File: config.mk
export PLATFORM = sky130hd
export DESIGN_NAME = rx_chan_supervisor
export DESIGN_NICKNAME = d
export VERILOG_FILES = /design/src/rtl/rx_sup_pkg.sv /design/src/rtl/rx_sup_rr.sv /design/src/rtl/rx_sup_errhold.sv /design/src/rtl/rx_sup_chan.sv /design/src/rtl/rx_chan_supervisor.sv
export SDC_FILE = /design/constraint.sdc
export NUM_CORES = 1
export LEC_CHECK = 0
export CAP_MARGIN = 15
export CORE_ASPECT_RATIO = 1.75
export CORE_MARGIN = 1.5
export CORE_UTILIZATION = 49
export CTS_CLUSTER_SIZE = 30
export DETAILED_ROUTE_END_ITERATION = 10
export HOLD_SLACK_MARGIN = 0.15
export PLACE_DENSITY = 0.83
export SLEW_MARGIN = 20
export SYNTH_ARGS = -nofsm -noshare
export SYNTH_HDL_FRONTEND = slang
export SYNTH_HIERARCHICAL = 1
export SYNTH_SLANG_ARGS = --single-unit
File: constraint.sdc
create_clock -name clk -period 3.2 [get_ports clk]
set_input_delay 0.64 -clock clk [delete_from_list [all_inputs] [get_ports clk]]
set_output_delay 0.64 -clock clk [all_outputs]
set_load 0.01 [all_outputs]
File: src/rtl/rx_sup_pkg.sv
// Package: shared state encoding and fixed constants of the receive supervisor.
package rx_sup_pkg;
    typedef enum logic [1:0] {
        ST_IDLE    = 2'd0,
        ST_BOOT    = 2'd1,
        ST_RUN     = 2'd2,
        ST_RECOVER = 2'd3
    } sup_state_e;

    localparam int          MF_SHIFT   = 4;      // frames per multiframe = 2**MF_SHIFT
    localparam logic [1:0]  MODE_MFA   = 2'b11;  // receiver mode: multiframe aligned
    localparam logic [1:0]  CRC_GOOD   = 2'b11;  // both CRC checks passed
    localparam int          FLAG_ALIGN = 0;
    localparam int          FLAG_OVFL  = 1;
    localparam int          FLAG_CRC   = 2;
endpackage

File: src/rtl/rx_sup_rr.sv
// Round-robin pointer: names one channel per cycle, starting at 0 after reset.
// Assumes NUM_CH >= 2.
module rx_sup_rr #(
    parameter int NUM_CH = 2,
    localparam int CH_W  = $clog2(NUM_CH)
) (
    input  logic              clk,
    input  logic              rst_n,
    output logic [NUM_CH-1:0] sel
);
    logic [CH_W-1:0] ptr;

    // Advance the pointer each cycle, wrapping at the last channel.
    always_ff @(posedge clk) begin
        if (!rst_n)
            ptr <= '0;
        else if (ptr == CH_W'(NUM_CH - 1))
            ptr <= '0;
        else
            ptr <= ptr + 1'b1;
    end

    // Decode the pointer into a one-hot select.
    always_comb begin
        sel = '0;
        sel[ptr] = 1'b1;
    end
endmodule

File: src/rtl/rx_sup_errhold.sv
// Error hold timer: reloads on any error event and keeps the indicator on
// until HOLD_CYCLES cycles pass with no new event.
module rx_sup_errhold #(
    parameter int HOLD_CYCLES = 1000,
    localparam int CNT_W = $clog2(HOLD_CYCLES + 1)
) (
    input  logic clk,
    input  logic rst_n,
    input  logic err_evt,
    output logic err_ind
);
    logic [CNT_W-1:0] cnt;

    // Reload on an event, otherwise count down to zero.
    always_ff @(posedge clk) begin
        if (!rst_n)
            cnt <= '0;
        else if (err_evt)
            cnt <= CNT_W'(HOLD_CYCLES);
        else if (cnt != '0)
            cnt <= cnt - 1'b1;
    end

    // Indicator is on while the timer runs.
    assign err_ind = (cnt != '0);
endmodule

File: src/rtl/rx_sup_chan.sv
// One channel supervisor: holds state, outstanding count, event bits and the
// receiver control word. A step (at most one action) is taken only when sel
// is high; start/stop act at once. Assumes the done queue only reports
// descriptors that were submitted; the count saturates at zero anyway.
module rx_sup_chan
    import rx_sup_pkg::*;
#(
    parameter int FRAME_AW     = 7,
    parameter int MAX_INFLIGHT = 4,
    localparam int SLOT_W = FRAME_AW - MF_SHIFT,
    localparam int IF_W   = $clog2(MAX_INFLIGHT + 1)
) (
    input  logic              clk,
    input  logic              rst_n,
    input  logic              sel,
    input  logic              start,
    input  logic              stop,
    input  logic              aligned,
    input  logic              ovfl,
    input  logic              done_valid,
    input  logic [1:0]        done_crc,
    input  logic              ring_ok,
    input  logic [FRAME_AW-1:0] ring_ofs,
    input  logic              flag_clr,
    output logic              done_pop,
    output logic              ring_reserve,
    output logic              ring_commit,
    output logic              ring_flush,
    output logic              bd_push,
    output logic [SLOT_W-1:0] bd_slot,
    output logic              rx_en,
    output logic [1:0]        rx_mode,
    output logic              ovfl_clr,
    output logic [2:0]        flags,
    output logic              err_evt
);
    sup_state_e      state, state_nx;
    logic [IF_W-1:0] inflight, inflight_nx;
    logic [2:0]      flag_set;
    logic            do_start, do_step;

    assign do_start = start & ~stop;
    assign do_step  = sel & ~start & ~stop & (state != ST_IDLE);

    // Step decision: completion first, then faults, drain/flush, refill, run entry.
    always_comb begin
        state_nx     = state;
        inflight_nx  = inflight;
        flag_set     = '0;
        err_evt      = 1'b0;
        done_pop     = 1'b0;
        ring_commit  = 1'b0;
        ring_reserve = 1'b0;
        ring_flush   = 1'b0;
        bd_push      = 1'b0;
        ovfl_clr     = do_start;
        if (stop) begin
            state_nx = ST_IDLE;
        end else if (start) begin
            state_nx    = ST_BOOT;
            inflight_nx = '0;
        end else if (do_step) begin
            if (done_valid) begin
                done_pop    = 1'b1;
                ring_commit = 1'b1;
                if (inflight != '0)
                    inflight_nx = inflight - 1'b1;
                if (done_crc != CRC_GOOD) begin
                    flag_set[FLAG_CRC] = 1'b1;
                    err_evt            = 1'b1;
                end
            end else if (state == ST_RUN && !aligned) begin
                state_nx             = ST_RECOVER;
                flag_set[FLAG_ALIGN] = 1'b1;
                err_evt              = 1'b1;
            end else if (state == ST_RUN && ovfl) begin
                state_nx            = ST_RECOVER;
                flag_set[FLAG_OVFL] = 1'b1;
            end else if (state == ST_RECOVER) begin
                if (inflight == '0) begin
                    ring_flush = 1'b1;
                    state_nx   = ST_BOOT;
                end
            end else if (inflight < IF_W'(MAX_INFLIGHT) && ring_ok) begin
                ring_reserve = 1'b1;
                bd_push      = 1'b1;
                inflight_nx  = inflight + 1'b1;
            end else if (state == ST_BOOT) begin
                ovfl_clr = 1'b1;
                state_nx = ST_RUN;
            end
        end
    end

    // Slot index of the reserved multiframe, zero when nothing is pushed.
    assign bd_slot = bd_push ? ring_ofs[FRAME_AW-1:MF_SHIFT] : '0;

    // State and outstanding-count registers.
    always_ff @(posedge clk) begin
        if (!rst_n) begin
            state    <= ST_IDLE;
            inflight <= '0;
        end else begin
            state    <= state_nx;
            inflight <= inflight_nx;
        end
    end

    // Sticky event bits: cleared by read or start, a same-cycle set survives.
    always_ff @(posedge clk) begin
        if (!rst_n)
            flags <= '0;
        else
            flags <= ((flag_clr || do_start) ? 3'b000 : flags) | flag_set;
    end

    // Receiver control word.
    always_ff @(posedge clk) begin
        if (!rst_n) begin
            rx_en   <= 1'b0;
            rx_mode <= 2'b00;
        end else if (stop) begin
            rx_en   <= 1'b0;
            rx_mode <= 2'b00;
        end else if (start) begin
            rx_en   <= 1'b1;
            rx_mode <= MODE_MFA;
        end
    end
endmodule

File: src/rtl/rx_chan_supervisor.sv
// Top: NUM_CH channel supervisors sharing one round-robin pointer, one error
// hold timer and one read-and-clear port for the event bits.
module rx_chan_supervisor
    import rx_sup_pkg::*;
#(
    parameter int NUM_CH       = 2,
    parameter int FRAME_AW     = 7,
    parameter int MAX_INFLIGHT = 4,
    parameter int HOLD_CYCLES  = 1000,
    localparam int SLOT_W = FRAME_AW - MF_SHIFT,
    localparam int CH_W   = $clog2(NUM_CH)
) (
    input  logic                       clk,
    input  logic                       rst_n,
    input  logic [NUM_CH-1:0]          start,
    input  logic [NUM_CH-1:0]          stop,
    input  logic [NUM_CH-1:0]          rx_aligned,
    input  logic [NUM_CH-1:0]          rx_ovfl,
    input  logic [NUM_CH-1:0]          done_valid,
    input  logic [2*NUM_CH-1:0]        done_crc,
    output logic [NUM_CH-1:0]          done_pop,
    input  logic [NUM_CH-1:0]          ring_ok,
    input  logic [FRAME_AW*NUM_CH-1:0] ring_ofs,
    output logic [NUM_CH-1:0]          ring_reserve,
    output logic [NUM_CH-1:0]          ring_commit,
    output logic [NUM_CH-1:0]          ring_flush,
    output logic [NUM_CH-1:0]          bd_push,
    output logic [SLOT_W*NUM_CH-1:0]   bd_slot,
    output logic [NUM_CH-1:0]          rx_en,
    output logic [2*NUM_CH-1:0]        rx_mode,
    output logic [NUM_CH-1:0]          ovfl_clr,
    input  logic                       flag_rd,
    input  logic [CH_W-1:0]            flag_rd_ch,
    output logic [2:0]                 flag_data,
    output logic                       err_ind
);
    logic [NUM_CH-1:0] sel;
    logic [NUM_CH-1:0] err_evt;
    logic [2:0]        flags [NUM_CH];

    rx_sup_rr #(.NUM_CH(NUM_CH)) u_rr (
        .clk   (clk),
        .rst_n (rst_n),
        .sel   (sel)
    );

    for (genvar i = 0; i < NUM_CH; i++) begin : g_ch
        rx_sup_chan #(
            .FRAME_AW     (FRAME_AW),
            .MAX_INFLIGHT (MAX_INFLIGHT)
        ) u_ch (
            .clk          (clk),
            .rst_n        (rst_n),
            .sel          (sel[i]),
            .start        (start[i]),
            .stop         (stop[i]),
            .aligned      (rx_aligned[i]),
            .ovfl         (rx_ovfl[i]),
            .done_valid   (done_valid[i]),
            .done_crc     (done_crc[2*i +: 2]),
            .ring_ok      (ring_ok[i]),
            .ring_ofs     (ring_ofs[FRAME_AW*i +: FRAME_AW]),
            .flag_clr     (flag_rd && (flag_rd_ch == CH_W'(i))),
            .done_pop     (done_pop[i]),
            .ring_reserve (ring_reserve[i]),
            .ring_commit  (ring_commit[i]),
            .ring_flush   (ring_flush[i]),
            .bd_push      (bd_push[i]),
            .bd_slot      (bd_slot[SLOT_W*i +: SLOT_W]),
            .rx_en        (rx_en[i]),
            .rx_mode      (rx_mode[2*i +: 2]),
            .ovfl_clr     (ovfl_clr[i]),
            .flags        (flags[i]),
            .err_evt      (err_evt[i])
        );
    end

    // Read port: event bits of the picked channel, zero for an unused index.
    always_comb begin
        flag_data = '0;
        for (int i = 0; i < NUM_CH; i++)
            if (flag_rd_ch == CH_W'(i))
                flag_data = flags[i];
    end

    rx_sup_errhold #(.HOLD_CYCLES(HOLD_CYCLES)) u_err (
        .clk     (clk),
        .rst_n   (rst_n),
        .err_evt (|err_evt),
        .err_ind (err_ind)
    );
endmodule

=== Yosys cells after proc, flatten, opt, wreduce, memory -nomap -nowiden ===
Cells that the tools add are included.

* Register bits: 31
* Bits of input ports: 34
* Output and inout port bits: 28
* Word-level logic and storage cells: 238

* Add/subtract/negate cells: 6
* Magnitude comparators: 4
* Equality and inequality tests: 26
* Mux-type cells: 127
* Bitwise logic cells: 18
* Reduce and logical (&&, ||, !) cells: 42

{| class="wikitable"
|+ Operator list
! operator !! count
|-
| $mux 1 || 83
|-
| $mux 3 || 27
|-
| $mux 2 || 14
|-
| $mux 10 || 2
|-
| $reduce_and 5->1 || 4
|-
| $ne 3x3->1 const B || 6
|-
| $reduce_and 7->1 || 2
|-
| $reduce_bool 3->1 || 4
|-
| $ne 5x2->1 const B || 2
|-
| $ne 5x3->1 const B || 2
|-
| $reduce_bool 10->1 || 1
|-
| $reduce_bool 2->1 || 5
|-
| $reduce_bool 5->1 || 2
|-
| $sub 10x1->10 const B || 1
|-
| $logic_and 1x1->1 || 9
|-
| $reduce_or 3->1 || 3
|-
| $and 1x1->1 || 8
|-
| $eq 2x2->1 const B || 4
|-
| $ne 2x2->1 const B || 4
|-
| $ne 4x1->1 const B || 2
|-
| $ne 4x2->1 const B || 2
|-
| $not 1->1 || 8
|-
| $reduce_bool 4->1 || 2
|-
| $reduce_or 2->1 || 4
|-
| other kinds (13) || 22
|}

=== Depth between registers and ports, before layout ===
Gate-level depths: netlist of the first run.

* Depth after elaboration: 12
* Depth in mapped cells: 9
* Gate-level depth less buffers: 9

=== Hierarchy ===
Netlist of the first run, hierarchy kept.

{| class="wikitable"
|+ Modules (own cells, without submodules)
! module !! times used !! cells each !! area an instance (um^2)
|-
| rx_sup_chan || 2 || 80 || 619.3
|-
| rx_sup_errhold || 1 || 64 || 544.3
|-
| rx_chan_supervisor || 1 || 6 || 56.3
|-
| rx_sup_rr || 1 || 4 || 37.5
|}

=== Worst setup path before layout of the first run ===
No wires, ideal clock.

* Path kind: input-to-output
* Start point: input port rx_ovfl[0]
* End point: output port bd_slot[0]
* Data arrival time: 1747 ps
* Data required time: 2560 ps
* Slack: 813 ps
* Cell stages on the path: 4
* Buffers on the path: 0
* Cell sequence: or3b_1 -> a21oi_1 -> nor4b_4 -> and2_1

* Word-level cells in the longest chain between the ends: 8

{| class="wikitable"
|+ RTL lines
! what !! line !! RTL
|-
| start, declared || rx_chan_supervisor.sv:18 || <nowiki>input logic [NUM_CH-1:0] rx_ovfl,</nowiki>
|-
| $logic_and 1x1->1 || rx_sup_chan.sv:76 || <nowiki>end else if (state == ST_RUN && ovfl) begin</nowiki>
|-
| $mux 1 || rx_sup_chan.sv:76 ||
|-
| $mux 1 || rx_sup_chan.sv:72 || <nowiki>end else if (state == ST_RUN && !aligned) begin</nowiki>
|-
| $mux 1 || rx_sup_chan.sv:63 || <nowiki>if (done_valid) begin</nowiki>
|-
| $mux 1 || rx_sup_chan.sv:62 || <nowiki>end else if (do_step) begin</nowiki>
|-
| $mux 1 || rx_sup_chan.sv:59 || <nowiki>end else if (start) begin</nowiki>
|-
| $mux 1 || rx_sup_chan.sv:57 || <nowiki>if (stop) begin</nowiki>
|-
| via bd_push[0] || rx_chan_supervisor.sv:27 || <nowiki>output logic [NUM_CH-1:0] bd_push,</nowiki>
|-
| $mux 3 || rx_sup_chan.sv:96 || <nowiki>assign bd_slot = bd_push ? ring_ofs[FRAME_AW-1:MF_SHIFT] : '0;</nowiki>
|-
| end, declared || rx_chan_supervisor.sv:28 || <nowiki>output logic [SLOT_W*NUM_CH-1:0] bd_slot,</nowiki>
|}

The timed path passes the listed nets, and every way through them passes these cells.

=== Worst setup path after layout of the first run ===
* Start point: input port rx_aligned[1]
* End point: output port bd_slot[4]

* Word-level cells in the longest chain between the ends: 8

{| class="wikitable"
|+ RTL lines
! what !! line !! RTL
|-
| start, declared || rx_chan_supervisor.sv:17 || <nowiki>input logic [NUM_CH-1:0] rx_aligned,</nowiki>
|-
| $logic_not 1->1 || rx_sup_chan.sv:72 ||
|-
| $logic_and 1x1->1 || rx_sup_chan.sv:72 ||
|-
| $mux 1 || rx_sup_chan.sv:72 ||
|-
| $mux 1 || rx_sup_chan.sv:63 ||
|-
| $mux 1 || rx_sup_chan.sv:62 ||
|-
| $mux 1 || rx_sup_chan.sv:59 ||
|-
| $mux 1 || rx_sup_chan.sv:57 ||
|-
| $mux 3 || rx_sup_chan.sv:96 ||
|}

No other way between the ends.

==> impl_summary.md, run 1 <==
Timing
Setup repair after global routing left no endpoint under its margin. The number of hold violations in the final report came to 0. The count of final max-slew check failures is 0. Setup violations remaining at the end of the flow were counted as 0. The upper clock frequency limit is 0.324 GHz. The worst pin sits at a relative slew slack of 0.582. The final worst clock skew is 0.00732 ns.

The share of the cycle needed by the critical path after routing is 0.965. The clock period minus final worst setup slack is approximately 3.1 ns. The transition time of the tightest slew-check pin is 0.618 ns.

Detailed routing
For this run, design rule violations remaining after detail routing come to 0. After detailed routing, the number of vias per cell comes to 5.74. For this block, the via count after detailed routing is 1986. The detail route stage leaves a number of antenna-violating nets equal to 0. The count of TritonRoute iterations in the first routing pass is 4.

The initial detailed-routing violation count is 45. For this block, the routed nets add up to between 4000 and 5000 um of wire. After detailed routing, the average wire length per cell comes to 14.4 um.

Global route
The number of global-route vias before repair is 1896. The pin count of the biggest net entering global routing is 18. For this run the aggregate overflow at the end of global routing stands at 0. The first global-routing pass estimated 8250 um of wire. The all-layer global routing usage is 0.253. The initial antenna violation count is 0.

Synthesis
The number of flops mapped to enable cells by yosys is 0. Measured against the total synthesized area, the mux share comes to 0.0393. The simple-gate share of the synthesized area is 0.375. The proportion of synthesized chip area in sequential cells is 0.309.

In this run, distinct cell masters in the synthesized netlist total 48. Of the total synthesized cell area, the portion taken by full adders, half adders and majority gates is 0.0280. The share of async-settable or async-resettable flops after synthesis is 0.

Of the total synthesized cell area, the portion taken by XOR and XNOR cells is 0. Synthesis produced a netlist whose cell count is 234. The netlist area before placement is 1880 um^2. A synthesized cell averages 8.02 um^2. The synthesized-area fraction occupied by ao, oa, aoi and oai cells is 0.173. The number of nets handed over by synthesis was approximately 270. By area, the combinational part of the netlist is dominated by simple AND/OR/NAND/NOR gates. The most used flip-flop cell after synthesis is sky130_fd_sc_hd__dfxtp_1. The count of synthesis-stage warnings from yosys is 6. The post-synthesis sequential element count is 29.

Floorplan
The width of the die is 49.8 um. The effective utilization at floorplan is 0.517. The die is 84.9 um tall. The floorplan step defined a core boundary enclosing roughly 3600 um^2. Pin placement for this block handled 62 I/O pins. The die area is between 4000 and 5000 um^2. Row generation in the floorplan step produced 29 rows.

Cells and area
The repair_antennas step left the layout with diodes totalling 0. In the final design database the tool counted around 340 nets. In the final layout, the share of cells above drive strength 1 is 0.173. The post-route core utilization is 0.718. The finished layout holds 346 standard cells, fillers aside. The area added between synthesis and finish is 38.9%.

Clocking
TritonCTS built the clock tree. The total number of clock tree sinks is 29. The H-tree generated during clock tree synthesis spans 2 levels. The latest clock arrival within the worst-skew pair is 0.28 ns. The root buffer cell chosen for the clock tree is sky130_fd_sc_hd__clkbuf_8.

Buffers inserted during clock tree synthesis total 5. The maximum clock path buffer count is 2. The clock slew seen by the registers of the worst setup and hold paths is ~0.06 ns. The count of hold-fix buffers inserted at cts is 0.

Power and ir drop
The maximum vdd ir drop is 0.441 mV. The net switching power of the design is 0.000478 W. The power per unit of standard cell area is 494 nW/um^2. The leakage component of the power is approximately 1.1 nW.

The part of the total power dissipated in sequential elements is 0.386. The share of total power in combinational logic is 0.388. The cell internal power dissipation is 0.000811 W. Of the total power, the share spent switching nets is 0.371. Of the total power, the clock network draws 0.226.

Place
The number of instances in the placed design is between 300 and 400. The routability congestion estimate is 0.887. The post-DP HPWL is 3840 um. In this run the tool buffered the top-level ports with 53 buffer cells.

Setup path
For this design, the slowest cell found on the critical path is sky130_fd_sc_hd__clkdlybuf4s50_1. The data arrival time of the critical path is ~2.5 ns. STA puts the critical path data required time at 2.56 ns. The sum of buffers and inverters on the critical path is 3.

STA classifies the critical path endpoint as a primary output. Traced cell by cell, the critical path runs through clkdlybuf4s50_1 > or3b_1 > a21oi_2 > nor4b_4 > buf_4 > and2_1 > dlygate4sd2_1. The worst setup path is launched from an input port. The largest fanout on the critical path is 4. The setup path with the least slack is of type in2out. The highest cell delay on the worst timing path is 0.47 ns. The category of cells accounting for the largest share of critical-path delay is buffers and inverters.

Status
The flow ran to the end, and the final reports show no timing, DRC or antenna violations.

Worst hold path
The tightest min-delay check is of the reg2reg type.

Run
The number of max-capacitance violations reported is 0.
[what timing repair did]
action,4_1_cts,5_1_grt
resized for setup,15,2
endpoints found under the setup margin,13,2
setup buffers,2,0
[synthesized netlist by cell type, types with 2 or more instances]
| cell | n | area [um^2] |
|---|---|---|
| sky130_fd_sc_hd__dfxtp_1 | 29 | 581 |
| sky130_fd_sc_hd__nand2_1 | 19 | 71.3 |
| sky130_fd_sc_hd__nor2_1 | 19 | 71.3 |
| sky130_fd_sc_hd__nand3_1 | 15 | 75.1 |
| sky130_fd_sc_hd__inv_1 | 13 | 48.8 |
| sky130_fd_sc_hd__nand2b_1 | 13 | 81.3 |
| sky130_fd_sc_hd__buf_4 | 9 | 67.6 |
| sky130_fd_sc_hd__o21ai_0 | 9 | 45.0 |
| sky130_fd_sc_hd__a31oi_1 | 8 | 50.1 |
| sky130_fd_sc_hd__nor3_1 | 7 | 35.0 |
| sky130_fd_sc_hd__a21oi_1 | 6 | 30.0 |
| sky130_fd_sc_hd__and2_1 | 6 | 37.5 |
| sky130_fd_sc_hd__nor4_1 | 6 | 37.5 |
| sky130_fd_sc_hd__nor2b_1 | 5 | 31.3 |
| sky130_fd_sc_hd__mux2i_1 | 4 | 40.0 |
| sky130_fd_sc_hd__o21ai_1 | 4 | 20.0 |
| sky130_fd_sc_hd__a211oi_1 | 3 | 22.5 |
| sky130_fd_sc_hd__clkbuf_1 | 3 | 11.3 |
| sky130_fd_sc_hd__mux2_2 | 3 | 33.8 |
| sky130_fd_sc_hd__o211ai_1 | 3 | 22.5 |
| sky130_fd_sc_hd__o31ai_1 | 3 | 22.5 |
| sky130_fd_sc_hd__or2_2 | 3 | 18.8 |
| sky130_fd_sc_hd__or3_1 | 3 | 18.8 |
| sky130_fd_sc_hd__or4_1 | 3 | 22.5 |
| sky130_fd_sc_hd__or4b_2 | 3 | 30.0 |
| sky130_fd_sc_hd__a21boi_0 | 2 | 15.0 |
| sky130_fd_sc_hd__a41oi_1 | 2 | 17.5 |
| sky130_fd_sc_hd__buf_2 | 2 | 10.0 |
| sky130_fd_sc_hd__fa_1 | 2 | 40.0 |
| sky130_fd_sc_hd__nor3b_1 | 2 | 15.0 |
| sky130_fd_sc_hd__nor4b_1 | 2 | 17.5 |
| sky130_fd_sc_hd__nor4b_4 | 2 | 47.6 |
| sky130_fd_sc_hd__o21ai_2 | 2 | 17.5 |
| sky130_fd_sc_hd__o22ai_1 | 2 | 12.5 |
| sky130_fd_sc_hd__or2_4 | 2 | 17.5 |
| sky130_fd_sc_hd__or3b_1 | 2 | 17.5 |
| sky130_fd_sc_hd__or3b_4 | 2 | 22.5 |
[final timing paths]
kind	start	end	slack, ns	cells after the start
worst max-delay path	rx_aligned[1]	bd_slot[4]	0.11	7
worst min-delay path	g_ch[0].u_ch/flags[0]	g_ch[0].u_ch/flags[0]	0.46	2
worst max register to register	u_rr/ptr	u_err/cnt[7]	0.91	9
worst min register to register	g_ch[0].u_ch/flags[0]	g_ch[0].u_ch/flags[0]	0.46	2
[kinds of logic (layout without fill, tap and decap cells)]
logic type / count (synthesis) / in the layout
fa+ha+maj: 3 / 3
compound gates: 49 / 49
flops: 29 / 29
buf+inv: 28 / 94
simple gates: 118 / 118
mux: 7 / 7
[cell usage in the layout (no fill, tap or decap), types with 9 or more instances in the layout]
master,n
sky130_fd_sc_hd__dfxtp_1,29
sky130_fd_sc_hd__nor2_1,19
sky130_fd_sc_hd__o21ai_0,9
sky130_fd_sc_hd__inv_1,13
sky130_fd_sc_hd__nand3_1,15
sky130_fd_sc_hd__clkdlybuf4s50_1,39
sky130_fd_sc_hd__dlygate4sd2_1,12
sky130_fd_sc_hd__nand2_1,19
sky130_fd_sc_hd__buf_4,20
sky130_fd_sc_hd__nand2b_1,13
[layer usage]
metal  wire length, um  GRT usage
met1              1760      0.240
met2              2850      0.491
met3               206     0.0511
met4               168      0.126
met5                 0          0
[through the flow]
stage | worst slack (ns) | cell area [um^2] | total power [W] | TNS [ns] | hold slack [ns]
floorplan | 0.813 | 1880 | 0.000846 | 0 | 0.415
global placement | -0.123 | 2510 | 0.000988 | -0.966 | 0.451
detailed placement | -0.138 | 2510 | 0.000998 | -1.04 | 0.458
CTS | 0.0127 | 2600 | 0.00129 | 0 | 0.460
global route | 0.0632 | 2610 | 0.00137 | 0 | 0.486
finish | 0.111 | 2610 | 0.00129 | 0 | 0.456
[flip-flops by register name (all words and copies together) (netlist names)]
signal              cells
u_rr/ptr                1
g_ch.u_ch/inflight      6
g_ch.u_ch/state         4
g_ch.u_ch/flags         6
g_ch.u_ch/rx_mode       2
u_err/cnt              10
[cell type report]
type | instances | area, um^2
clock buffer | 6 | 72.6
clock inverter | 2 | 10.0
fill | 308 | 1020
inverter | 13 | 48.8
multi-input combinational | 177 | 1170
sequential | 29 | 581
tap | 46 | 57.6
timing repair buffer | 73 | 671
[power groups by stage]
stage                     combinational, W  sequential, W  clock [W]
after floorplan                   0.000363       0.000483          0
after global placement            0.000489       0.000499          0
after detailed placement          0.000496       0.000502          0
after CTS                         0.000498       0.000494   0.000298
after global routing              0.000556       0.000510   0.000309
final                             0.000500       0.000498   0.000291
[worst register-to-register path, stage by stage, from the launching register on]
cell                       delay [ns]
sky130_fd_sc_hd__dfxtp_1         0.38
sky130_fd_sc_hd__or3b_4          0.44
sky130_fd_sc_hd__or3_1           0.35
sky130_fd_sc_hd__buf_4           0.14
sky130_fd_sc_hd__or2_4           0.23
sky130_fd_sc_hd__o21ai_2         0.10
sky130_fd_sc_hd__or2_2           0.15
sky130_fd_sc_hd__or2_2           0.11
sky130_fd_sc_hd__a41oi_1         0.04
sky130_fd_sc_hd__a311oi_1        0.26
No activity file was read; power rests on OpenSTA's default activity.
==> inputs of run 2 (changes only) <==
CAP_MARGIN = default   (was 15)
==> results of run 2 <==
The final DEF is identical to that of run 1; final timing and power are the same.
==> inputs of run 3 (changes only) <==
CTS_CLUSTER_SIZE = 16   (was 30)
GPL_ROUTABILITY_DRIVEN = 0   (was default)
==> results of run 3 <==
The final DEF is identical to that of run 1; final timing and power are the same.
